File: src/rtl/sizer_pkg.sv
package sizer_pkg;
    localparam int BYTE_W     = 8;
    localparam int LANES      = 4;
    localparam int DATA_W     = BYTE_W * LANES;
    localparam int HALF_LANES = LANES / 2;
    localparam int HALF_W     = DATA_W / 2;

    typedef enum logic [1:0] {
        SZ_LONG = 2'b00,
        SZ_BYTE = 2'b01,
        SZ_WORD = 2'b10,
        SZ_LINE = 2'b11
    } xfer_size_e;

    typedef logic [LANES-1:0] lane_mask_t;

    typedef struct packed {
        logic              busy;
        logic              rw;
        lane_mask_t        rem;
        logic [DATA_W-1:0] wdata;
        logic              start;
        logic              ack;
        logic              err;
    } seq_state_t;
endpackage

File: src/rtl/sizer_lane_mask.sv
module sizer_lane_mask
    import sizer_pkg::*;
(
    input  logic [1:0] siz,
    input  logic [1:0] addr,
    output lane_mask_t mask
);
    int unsigned len;

    always_comb begin
        case (xfer_size_e'(siz))
            SZ_BYTE: len = 1;
            SZ_WORD: len = 2;
            default: len = LANES;
        endcase
        for (int o = 0; o < LANES; o++) begin
            mask[LANES-1-o] = (o >= int'(addr)) && (o < int'(addr) + int'(len));
        end
    end
endmodule

File: src/rtl/sizer_steer.sv
module sizer_steer
    import sizer_pkg::*;
(
    input  logic              cur_word,
    input  logic [DATA_W-1:0] wdata,
    output logic [DATA_W-1:0] tgt_wdata
);
    always_comb begin
        tgt_wdata[HALF_W-1:0]      = wdata[HALF_W-1:0];
        tgt_wdata[DATA_W-1:HALF_W] = cur_word ? wdata[HALF_W-1:0] : wdata[DATA_W-1:HALF_W];
    end
endmodule

File: src/rtl/sizer_gather.sv
module sizer_gather
    import sizer_pkg::*;
(
    input  logic              clk,
    input  logic              rst_n,
    input  logic              clear,
    input  logic              capture,
    input  logic              narrow,
    input  logic              cur_word,
    input  lane_mask_t        rem,
    input  logic [DATA_W-1:0] tgt_rdata,
    output logic [DATA_W-1:0] rdata
);
    logic [DATA_W-1:0] rd_d, rd_q;

    for (genvar i = 0; i < LANES; i++) begin : g_lane
        localparam int  SRC  = (i % HALF_LANES) + HALF_LANES;
        localparam bit  WORD = (i < HALF_LANES);
        logic take;
        always_comb begin
            take = capture && rem[i] && (!narrow || (cur_word == WORD));
            if (clear) begin
                rd_d[i*BYTE_W +: BYTE_W] = '0;
            end else if (take) begin
                rd_d[i*BYTE_W +: BYTE_W] = narrow ? tgt_rdata[SRC*BYTE_W +: BYTE_W]
                                                  : tgt_rdata[i*BYTE_W +: BYTE_W];
            end else begin
                rd_d[i*BYTE_W +: BYTE_W] = rd_q[i*BYTE_W +: BYTE_W];
            end
        end
    end

    always_ff @(posedge clk or negedge rst_n) begin
        if (!rst_n) rd_q <= '0;
        else        rd_q <= rd_d;
    end

    assign rdata = rd_q;

    a_r6_clear_zero: assert property (@(posedge clk) disable iff (!rst_n)
        clear |=> (rdata == '0));
endmodule

File: src/rtl/dyn_bus_sizer.sv
module dyn_bus_sizer
    import sizer_pkg::*;
(
    input  logic              clk,
    input  logic              rst_n,
    input  logic              cpu_ts,
    input  logic              cpu_rw,
    input  logic [1:0]        cpu_siz,
    input  logic [1:0]        cpu_addr,
    input  logic [DATA_W-1:0] cpu_wdata,
    output logic              cpu_ack,
    output logic              cpu_err,
    output logic [DATA_W-1:0] cpu_rdata,
    output logic              tgt_cycle,
    output logic              tgt_start,
    output logic              tgt_a1,
    output logic [LANES-1:0]  tgt_be,
    output logic [DATA_W-1:0] tgt_wdata,
    input  logic              tgt_port16,
    input  logic              tgt_ack,
    input  logic              tgt_err,
    input  logic [DATA_W-1:0] tgt_rdata
);
    seq_state_t s_d, s_q;
    lane_mask_t req_mask, word_lanes, next_rem;
    logic       cur_word, accept, step, capture;

    sizer_lane_mask u_mask (
        .siz  (cpu_siz),
        .addr (cpu_addr),
        .mask (req_mask)
    );

    assign cur_word   = (s_q.rem[LANES-1:HALF_LANES] == '0);
    assign word_lanes = cur_word ? lane_mask_t'({HALF_LANES{1'b1}})
                                 : lane_mask_t'({{HALF_LANES{1'b1}}, {HALF_LANES{1'b0}}});
    assign accept     = !s_q.busy && cpu_ts;
    assign step       = s_q.busy && (tgt_ack || tgt_err);
    assign capture    = step && !tgt_err && s_q.rw;

    always_comb begin
        s_d       = s_q;
        s_d.start = 1'b0;
        s_d.ack   = 1'b0;
        s_d.err   = 1'b0;
        next_rem  = tgt_port16 ? (s_q.rem & ~word_lanes) : '0;
        if (accept) begin
            s_d.busy  = 1'b1;
            s_d.rw    = cpu_rw;
            s_d.rem   = req_mask;
            s_d.wdata = cpu_wdata;
            s_d.start = 1'b1;
        end else if (step) begin
            if (tgt_err) begin
                s_d.busy = 1'b0;
                s_d.rem  = '0;
                s_d.err  = 1'b1;
            end else begin
                s_d.rem = next_rem;
                if (next_rem == '0) begin
                    s_d.busy = 1'b0;
                    s_d.ack  = 1'b1;
                end else begin
                    s_d.start = 1'b1;
                end
            end
        end
    end

    always_ff @(posedge clk or negedge rst_n) begin
        if (!rst_n) s_q <= '0;
        else        s_q <= s_d;
    end

    sizer_steer u_steer (
        .cur_word  (cur_word),
        .wdata     (s_q.wdata),
        .tgt_wdata (tgt_wdata)
    );

    sizer_gather u_gather (
        .clk       (clk),
        .rst_n     (rst_n),
        .clear     (accept),
        .capture   (capture),
        .narrow    (tgt_port16),
        .cur_word  (cur_word),
        .rem       (s_q.rem),
        .tgt_rdata (tgt_rdata),
        .rdata     (cpu_rdata)
    );

    assign cpu_ack   = s_q.ack;
    assign cpu_err   = s_q.err;
    assign tgt_cycle = s_q.busy;
    assign tgt_start = s_q.start;
    assign tgt_a1    = cur_word;
    assign tgt_be    = s_q.rem;

    a_r3_ack_follows_tgt: assert property (@(posedge clk) disable iff (!rst_n)
        cpu_ack |-> $past(tgt_ack && tgt_cycle && !tgt_err));
    a_r3_wide_single: assert property (@(posedge clk) disable iff (!rst_n)
        (tgt_cycle && tgt_ack && !tgt_err && !tgt_port16) |=> (cpu_ack && !tgt_cycle));
    a_r8_err_follows_tgt: assert property (@(posedge clk) disable iff (!rst_n)
        cpu_err |-> $past(tgt_err && tgt_cycle));
    a_r8_ack_err_excl: assert property (@(posedge clk) disable iff (!rst_n)
        !(cpu_ack && cpu_err));
    a_r2_be_nonzero: assert property (@(posedge clk) disable iff (!rst_n)
        tgt_cycle |-> (tgt_be != '0));
    a_r9_hold_cycle: assert property (@(posedge clk) disable iff (!rst_n)
        (tgt_cycle && !tgt_ack && !tgt_err) |=> (tgt_cycle && $stable(tgt_be) && !tgt_start));
    a_r4_a1_advance: assert property (@(posedge clk) disable iff (!rst_n)
        (tgt_cycle && tgt_ack && !tgt_err && tgt_port16 && !tgt_a1 && (tgt_be[HALF_LANES-1:0] != '0))
        |=> (tgt_cycle && tgt_a1 && tgt_start));
endmodule

File: config.mk
export PLATFORM = sky130hd
export DESIGN_NAME = dyn_bus_sizer
export DESIGN_NICKNAME = d
export VERILOG_FILES = /design/src/rtl/sizer_pkg.sv /design/src/rtl/sizer_lane_mask.sv /design/src/rtl/sizer_steer.sv /design/src/rtl/sizer_gather.sv /design/src/rtl/dyn_bus_sizer.sv
export SDC_FILE = /design/constraint.sdc
export NUM_CORES = 1
export LEC_CHECK = 0
export CORE_UTILIZATION = 45
export CTS_CLUSTER_SIZE = 20
export DETAILED_ROUTE_END_ITERATION = 6
export DONT_BUFFER_PORTS = 1
export PLACE_DENSITY = 0.69
export RECOVER_POWER = 50
export SYNTH_ARGS = -nofsm -noshare
export SYNTH_HDL_FRONTEND = slang
export SYNTH_HIERARCHICAL = 1
export SYNTH_SLANG_ARGS = --single-unit
File: constraint.sdc
create_clock -name clk -period 5.15 [get_ports clk]
set_clock_uncertainty 0.15 [all_clocks]
set_input_delay 1.03 -clock clk [delete_from_list [all_inputs] [get_ports clk]]
set_output_delay 1.03 -clock clk [all_outputs]
set_load 0.02 [all_outputs]
=== After elaboration in Yosys (flattened, before gate mapping) ===
Cells that the tools add are included.

* Magnitude comparators: 7
* Add/subtract/negate cells: 1
* Bitwise logic cells: 3
* Reductions and logical operators: 30
* Mux-type cells: 28
* Equality and inequality tests: 2

{| class="wikitable"
|+ Operators by type and width
! kind !! number
|-
| $mux 8 || 10
|-
| $lt 3x32->1 const A || 2
|-
| $lt 1x32->1 const A || 1
|-
| $lt 2x32->1 const A || 1
|-
| $mux 4 || 5
|-
| $mux 16 || 1
|-
| $logic_and 1x1->1 || 15
|-
| $reduce_bool 2->1 || 5
|-
| $mux 1 || 8
|-
| $pmux 3 s2 || 1
|-
| $add 2x3->4 || 1
|-
| $and 4x4->4 || 1
|-
| $ge 1x2->1 const A || 2
|-
| $logic_not 4->1 || 1
|-
| $mux 2 || 2
|-
| $not 4->4 || 1
|-
| $logic_not 1->1 || 3
|-
| $logic_or 1x1->1 || 3
|-
| $mux 3 || 1
|-
| $reduce_bool 3->1 || 1
|-
| $eq 2x1->1 const B || 1
|-
| $eq 2x2->1 const B || 1
|-
| $ge 2x2->1 const A || 1
|-
| $logic_not 2->1 || 1
|-
| other kinds (2) || 2
|}

* Bits of input ports: 75
* Output and inout bits: 73
* Word-level logic and storage cells: 82
* Register bits: 73

=== Depth between registers and ports, before layout ===
Gate-level depths: netlist of the first run.

* Depth after elaboration: 10
* Depth in mapped cells: 8
* Depth with buffers taken out: 8

=== Modules after synthesis ===
Netlist of the first run, hierarchy kept.

{| class="wikitable"
|+ By module, submodules not included
! module !! times used !! area an instance (um2) !! sequential area each (um2) !! cells each
|-
| sizer_gather || 1 || 1674.1 || 800.8 || 147
|-
| dyn_bus_sizer || 1 || 1634.1 || 1026.0 || 173
|-
| sizer_steer || 1 || 369.1 || 0.0 || 34
|-
| sizer_lane_mask || 1 || 133.9 || 0.0 || 16
|}

=== Worst setup path before layout of the first run ===
OpenSTA, ideal clock, no wires.

* Path kind: register -> output
* Start point: register s_q (netlist bit tgt_be[3])
* End point: output tgt_wdata[20]
* Path buffers: 2
* Arrival time: 1.492 ns
* Stages on the path, launching flop included: 5
* Required time: 3.970 ns
* Setup slack: 2.478 ns
* Cell sequence: dfrtp_1 > nor2_1 > buf_6 > buf_12 > mux2_4

* Word-level cells in the longest chain between the ends: 2

{| class="wikitable"
|+ RTL lines
! element !! RTL line !! source
|-
| from (decl) || dyn_bus_sizer.sv:24 || <nowiki>seq_state_t s_d, s_q;</nowiki>
|-
| from (signal assigned) || dyn_bus_sizer.sv:71 || <nowiki>if (!rst_n) s_q <= '0;</nowiki>
|-
| from (signal assigned) || dyn_bus_sizer.sv:72 || <nowiki>else s_q <= s_d;</nowiki>
|-
| $logic_not 2->1 || dyn_bus_sizer.sv:34 || <nowiki>assign cur_word = (s_q.rem[LANES-1:HALF_LANES] == '0);</nowiki>
|-
| named net tgt_a1 || dyn_bus_sizer.sv:16 || <nowiki>output logic tgt_a1,</nowiki>
|-
| $mux 16 || sizer_steer.sv:10 || <nowiki>tgt_wdata[DATA_W-1:HALF_W] = cur_word ? wdata[HALF_W-1:0] : wdata[DATA_W-1:HALF_W];</nowiki>
|-
| to (decl) || dyn_bus_sizer.sv:18 || <nowiki>output logic [DATA_W-1:0] tgt_wdata,</nowiki>
|}

The timed path passes the listed nets, and every way through them passes these cells.

=== Worst setup path in the final report of the first run ===
* Start point: register s_q (netlist bit tgt_be[3])
* End point: output tgt_wdata[17]

* Word-level cells in the longest chain between the ends: 2

{| class="wikitable"
|+ RTL lines
! element !! RTL line
|-
| $logic_not 2->1 || dyn_bus_sizer.sv:34
|-
| $mux 16 || sizer_steer.sv:10
|}

Every way passes these cells.

==> impl_metrics.json, run 1 <==
{
  "leakagePower_nw": 1.92,
  "post_cts_buffers": 0,
  "muxShareOfSynthArea_pct": 16.5,
  "final-max-slew-violation-count": 0,
  "avgSynthCellArea_um2": 10.3,
  "finalNonFillerCells": 451,
  "antenna_left": 0,
  "powerDensity_nw_per_um2": 428,
  "cts_buffer_depth": 2,
  "hold_viol": 0,
  "drc": 0,
  "ir_drop_uv": 185,
  "clk_latency_ns": 0.34,
  "area_delta_synth_final_pct": 2.82,
  "hold_buffers": 0,
  "power_mw": 1.68,
  "synth_xor_area_share_pct": 0,
  "numPlacedInstances": 435,
  "r2r-end": "u_gather/rdata[13]$_DFFE_PN0P_",
  "drtPass1Iterations": 4,
  "yosys-top-cells-area": "dfrtp_1 48%, nand2_1 10%, mux2i_1 8.4%",
  "synth_top_area_share_pct": 47.9,
  "rows": 33,
  "rrSetupSlack_ns": 2.45,
  "final_common_cell": "nand2_1",
  "endpoint_kind": "output port",
  "synth_warnings": 6,
  "root_buffer": "clkbuf_8",
  "drive_above_1_share_pct": 14.5,
  "mostFrequentLayoutCells": "103 x nand2_1, 73 x dfrtp_1, 33 x nand2b_1, 32 x mux2i_1, 14 x mux2_2",
  "slew_headroom_pct": 24.7,
  "rsz0062_at_grt": "false",
  "slowest_stage": "nor2_2",
  "finalSetupViolations": 0,
  "ys_seq_elements": 73,
  "hold_class": "input port to async pin",
  "dieArea_um2": 8840,
  "cp_max_fo": 17,
  "ys_seq_area_share_pct": 47.9,
  "grt_overflow_total": 0,
  "synth_top_family_by_area": "simple AND/OR/NAND/NOR gates",
  "grtUsageTotal_pct": 18.4,
  "fin_ws_ns": 1.74,
  "required_ns": 3.97,
  "reg2regPathDepth": 5,
  "cp-startpoint": "tgt_be[3]$_DFFE_PN0P_",
  "synthAdderAreaFrac_pct": 1.84,
  "grt_first_pass_wirelength_mm": 12.4,
  "cts_tree": "yes",
  "cts_made_buffers": 9,
  "synth_nets": 450,
  "worstPathCellList": "nor2_2 > mux2_2",
  "io_buffers": 0,
  "layout.nets": 421,
  "cts_num_sinks": 73,
  "core-area_um2": 8220,
  "power_frac_comb_pct": 18.6,
  "cp.arrival_ns": 2.23,
  "cts-resized-gates": 0,
  "clkSlewWorstSetupHoldPaths_ns": 0.08,
  "grt_start_max_net_pins": 89,
  "syn-cell-area_um2": 3810,
  "synthCells": 370,
  "routabilityCongestion": 0.750,
  "drt-wirelength-per-cell_um": 17.8,
  "hpwlAfterDp_mm": 5.57,
  "ys_types": 34,
  "fmax_mhz": 293,
  "worstSetupPathType": "flop to output port",
  "p_sw_uw": 528,
  "die_w_um": 94.0,
  "power_frac_clock_pct": 34.2,
  "p_sw_share_pct": 31.5,
  "routed_wl_mm": 8.04,
  "reg2reg_from": "tgt_be[3]$_DFFE_PN0P_",
  "yosys.area_share.simple_pct": 19.1,
  "n_antenna_cell": 0,
  "synthArstFlopShare_pct": 100,
  "period_needed_ns": 3.41,
  "antenna_found_initial": 0,
  "synth_compound_area_share_pct": 6.07,
  "whs_ns": 0.225,
  "initial_core_util_pct": 46.4,
  "num_io_pins": 148,
  "post-route-period-util_pct": 66.3,
  "outcome": "completed",
  "pre_cts_ws_ns": 2.08,
  "drtIter0Drc": 106,
  "synth_area_leader_cell": "dfrtp_1",
  "die-height_um": 94.0,
  "cts.htree.levels": 3,
  "avgViaCountPerCell": 5.26,
  "grt_pass1_vias": 2426,
  "seqPwrFrac_pct": 47.1,
  "p_int_mw": 1.15,
  "max-cap-violations": 0,
  "vias": 2374,
  "synth_ff_type": "dfrtp_1",
  "max_slew.worst_pin.slew_ns": 1.13,
  "finalSetupTns_ns": 0,
  "max_stage_delay_ns": 0.90,
  "cp-start-kind": "flop",
  "synth_edf_count": 0
}
[routing by layer]
| metal | vias to the layer above | share of wire (%) | GRT usage, % |
|---|---|---|---|
| li1 | 1128 | - | - |
| met1 | 1147 | 42 | 23.3 |
| met2 | 84 | 48 | 28.7 |
| met3 | 15 | 7.2 | 6.07 |
| met4 | 0 | 2.0 | 8.21 |
| met5 | - | 0 | 0 |
[worst max-delay path, delay by kind of cell, from the launching register on]
kind | cells | cell delay [ns]
mux | 1 | 0.49
flops | 1 | 0.49
simple gates | 1 | 0.90
[cells in the mapped netlist (2+ instances only)]
cell,n
buf_2,11
a22o_1,4
mux2_2,14
ha_1,4
o21ai_0,2
buf_6,5
nor2_1,11
nor2b_1,2
mux2i_1,32
nand2_1,103
nand2b_1,33
buf_4,21
mux2_4,10
a21oi_1,9
and2_1,3
dfrtp_1,73
clkbuf_1,4
and3_1,3
a211oi_1,8
inv_1,4
[registers in the layout (all words and copies together) (netlist names)]
signal and cells:
s_q 33, u_gather/rdata 32, tgt_be 4, cpu_ack 1, cpu_err 1, tgt_cycle 1, tgt_start 1
[how the worst max path moves through the flow]
stage	to	depth (start not counted)
2_1_floorplan	tgt_wdata[20]	4
3_3_place_gp	tgt_wdata[17]	2
3_5_place_dp	tgt_wdata[17]	2
4_1_cts	tgt_wdata[17]	2
5_1_grt	tgt_wdata[17]	2
6_report	tgt_wdata[17]	2
[logic make-up after synthesis]
group | Yosys count
AND/OR/NAND/NOR | 160
AO/OA/AOI/OAI | 29
adder cells (fa/ha/maj) | 5
flip-flops | 73
multiplexers | 56
buffers and inverters | 47
[stage by stage]
step                      util, %  instance area [um^2]
after global routing         47.7                  3920
after detailed placement     44.5                  3660
after global placement       44.5                  3660
after CTS                    47.7                  3920
after floorplan                 -                  3810
final                        47.7                  3920
[power by group through the flow]
| stage | Combinational (mW) | Clock [mW] | Sequential [mW] |
|---|---|---|---|
| floorplan | 0.384 | 0 | 0.735 |
| global placement | 0.306 | 0 | 0.800 |
| finish | 0.312 | 0.575 | 0.792 |
| CTS | 0.317 | 0.594 | 0.792 |
| global route | 0.342 | 0.627 | 0.802 |
| detailed placement | 0.315 | 0 | 0.803 |
[layout make-up]
type,instances,area [um^2]
fill,762,4300
sequential,73,1830
multi-input combinational,250,1660
clock buffer,12,165
tap,105,131
clock inverter,4,97.6
inverter,5,21.3
timing repair buffer,2,15.0
Power figures use the tool's default switching activity.
==> inputs of run 2 (changes only) <==
Settings changed: PLACE_DENSITY 0.69 to 0.71.
Clock period 5.15 ns to 2.75 ns, I/O delays scaled along.
==> run 2 against run 1 <==
Against the previous run: first-iteration DRC count increased by 3.8%; clock power increased by 59%; sequential power increased by 87%; total power increased by 79%; design area decreased by 0.22%; largest power group unchanged; register-to-register slack got worse by 1.9 ns.
==> impl_metrics.json, run 2 (synthesis results as in run 1) <==
{
  "final_common_cell": "nand2_1",
  "leakagePower_nw": 1.91,
  "n_antenna_cell": 0,
  "reg2regPathDepth": 5,
  "routabilityCongestion": 0.794,
  "drtPass1Iterations": 4,
  "outcome": "completed",
  "finalSetupTns_ns": 0,
  "cp.arrival_ns": 1.87,
  "finalSetupViolations": 0,
  "drc": 0,
  "seqPwrFrac_pct": 49.1,
  "cts.htree.levels": 3,
  "fillCellCount": 803,
  "power_frac_comb_pct": 20.6,
  "ir_drop_uv": 251,
  "reg2reg_from": "tgt_cycle$_DFFE_PN0P_",
  "final_util_pct": 47.6,
  "grt_first_pass_wirelength_mm": 12.5,
  "grt_overflow_total": 0,
  "endpoint_kind": "output port",
  "cp_max_fo": 18,
  "cp-startpoint": "tgt_be[3]$_DFFE_PN0P_",
  "p_sw_share_pct": 33.7,
  "slew_headroom_pct": 34.4,
  "dieArea_um2": 8840,
  "vias": 2414,
  "root_buffer": "clkbuf_8",
  "powerDensity_nw_per_um2": 769,
  "drive_above_1_share_pct": 14.6,
  "antenna_left": 0,
  "fmax_mhz": 390,
  "post-route-period-util_pct": 93.3,
  "clkSlewWorstSetupHoldPaths_ns": 0.08,
  "cts_tree": "yes",
  "largest_register": "s_q",
  "multiInputGateArea_um2": 1660,
  "hold_class": "input port to flop",
  "io_buffers": 0,
  "cts_buffer_depth": 2,
  "final-max-slew-violation-count": 0,
  "drtIter0Drc": 110,
  "p_sw_mw": 1.01,
  "die_w_um": 94.0,
  "grt_start_max_net_pins": 74,
  "initial_core_util_pct": 46.4,
  "worstSetupPathType": "flop to output port",
  "cp-start-kind": "flop",
  "regArea_um2": 1830,
  "power_frac_clock_pct": 30.4,
  "die-height_um": 94.0,
  "max_slew.worst_pin.slew_ns": 0.984,
  "cts_num_sinks": 73,
  "largest_reg_flops": 33,
  "p_int_mw": 2.00,
  "drt-wirelength-per-cell_um": 17.8,
  "rsz0062_at_grt": "false",
  "num_io_pins": 148,
  "hold_viol": 0,
  "required_ns": 2.05,
  "clk_latency_ns": 0.35,
  "max-cap-violations": 0,
  "core-area_um2": 8220,
  "period_needed_ns": 2.57,
  "routed_wl_mm": 8.09,
  "layout.nets": 425,
  "final_cell_area_um2": 3910,
  "grt_pass1_vias": 2517,
  "grtUsageTotal_pct": 18.7,
  "hp-start": "tgt_ack",
  "antenna_found_initial": 0,
  "cts_made_buffers": 9,
  "dpl-instance-area_um2": 3680,
  "hpwlAfterDp_mm": 5.71,
  "area_delta_synth_final_pct": 2.59,
  "avgViaCountPerCell": 5.32,
  "rows": 33,
  "mostFrequentLayoutCells": "103 x nand2_1, 73 x dfrtp_1, 33 x nand2b_1, 32 x mux2i_1, 14 x mux2_2",
  "min_path_cells": 1
}
[run 2: layer usage]
metal / GRT usage [%] / share of wire (%) / vias up / wire, um
met3: 5.66 / 6.3 / 13 / 506
li1: - / - / 1137 / -
met4: 7.95 / 1.5 / 0 / 125
met5: 0 / 0 / - / 0
met2: 29.7 / 51 / 88 / 4100
met1: 23.5 / 41 / 1176 / 3360
[run 2: area by class of cell]
| cell class | count | area share, % |
|---|---|---|
| sequential | 73 | 46.7 |
| inverter | 5 | 0.544 |
| clock buffer | 10 | 3.26 |
| multi-input combinational | 250 | 42.5 |
| clock inverter | 5 | 2.08 |
| tap | 105 | 3.36 |
| timing repair buffer | 6 | 1.54 |
[run 2: critical path, cell delays in order, from the launching register on]
cell     delay, ns
dfrtp_1       0.50
nor2_2        0.37
buf_12        0.23
mux2_2        0.42
[run 2: path summary, 6_finish.rpt]
kind / endpoint / slack (ns)
setup / recovery: tgt_wdata[16] / 0.18
min in group asynchronous: u_gather/rdata[9]$_DFFE_PN0P_ / 0.84
hold / removal: tgt_cycle$_DFFE_PN0P_ / 0.14
max in group asynchronous: s_q[27]$_DFFE_PN0P_ / 0.97
hold reg to reg: s_q[22]$_DFFE_PN0P_ / 0.33
setup reg to reg: u_gather/rdata[2]$_DFFE_PN0P_ / 0.51
[run 2: timing repair]
item / CTS / global route
setup buffers: 0 / 0
hold buffers: 2 / 0
endpoints found under the setup margin: 0 / 0
resized for setup: 0 / 0
endpoints found under the hold margin: 73 / 0
[run 2: power groups by stage]
stage / registers (mW) / clock network [mW] / logic (mW)
after detailed placement: 1.50 / 0 / 0.603
after global routing: 1.50 / 0.983 / 0.681
after floorplan: 1.38 / 0 / 0.720
after global placement: 1.49 / 0 / 0.583
final: 1.48 / 0.913 / 0.618
after CTS: 1.48 / 0.934 / 0.633
[run 2: through the flow]
step                hold WS [ns]  instances  total power, mW  setup slack [ns]
floorplan                  0.104        370             2.10             0.558
global placement           0.106        437             2.08             0.575
detailed placement         0.106        437             2.10             0.554
CTS                        0.125        454             3.05             0.175
global route               0.136        454             3.16             0.138
finish                     0.144        454             3.01             0.184
==> inputs of run 3 (changes only) <==
Settings changed: GPL_ROUTABILITY_DRIVEN set to 0.
==> results of run 3 <==
Same layout as run 2: the final DEF is identical, and so are final timing and power.
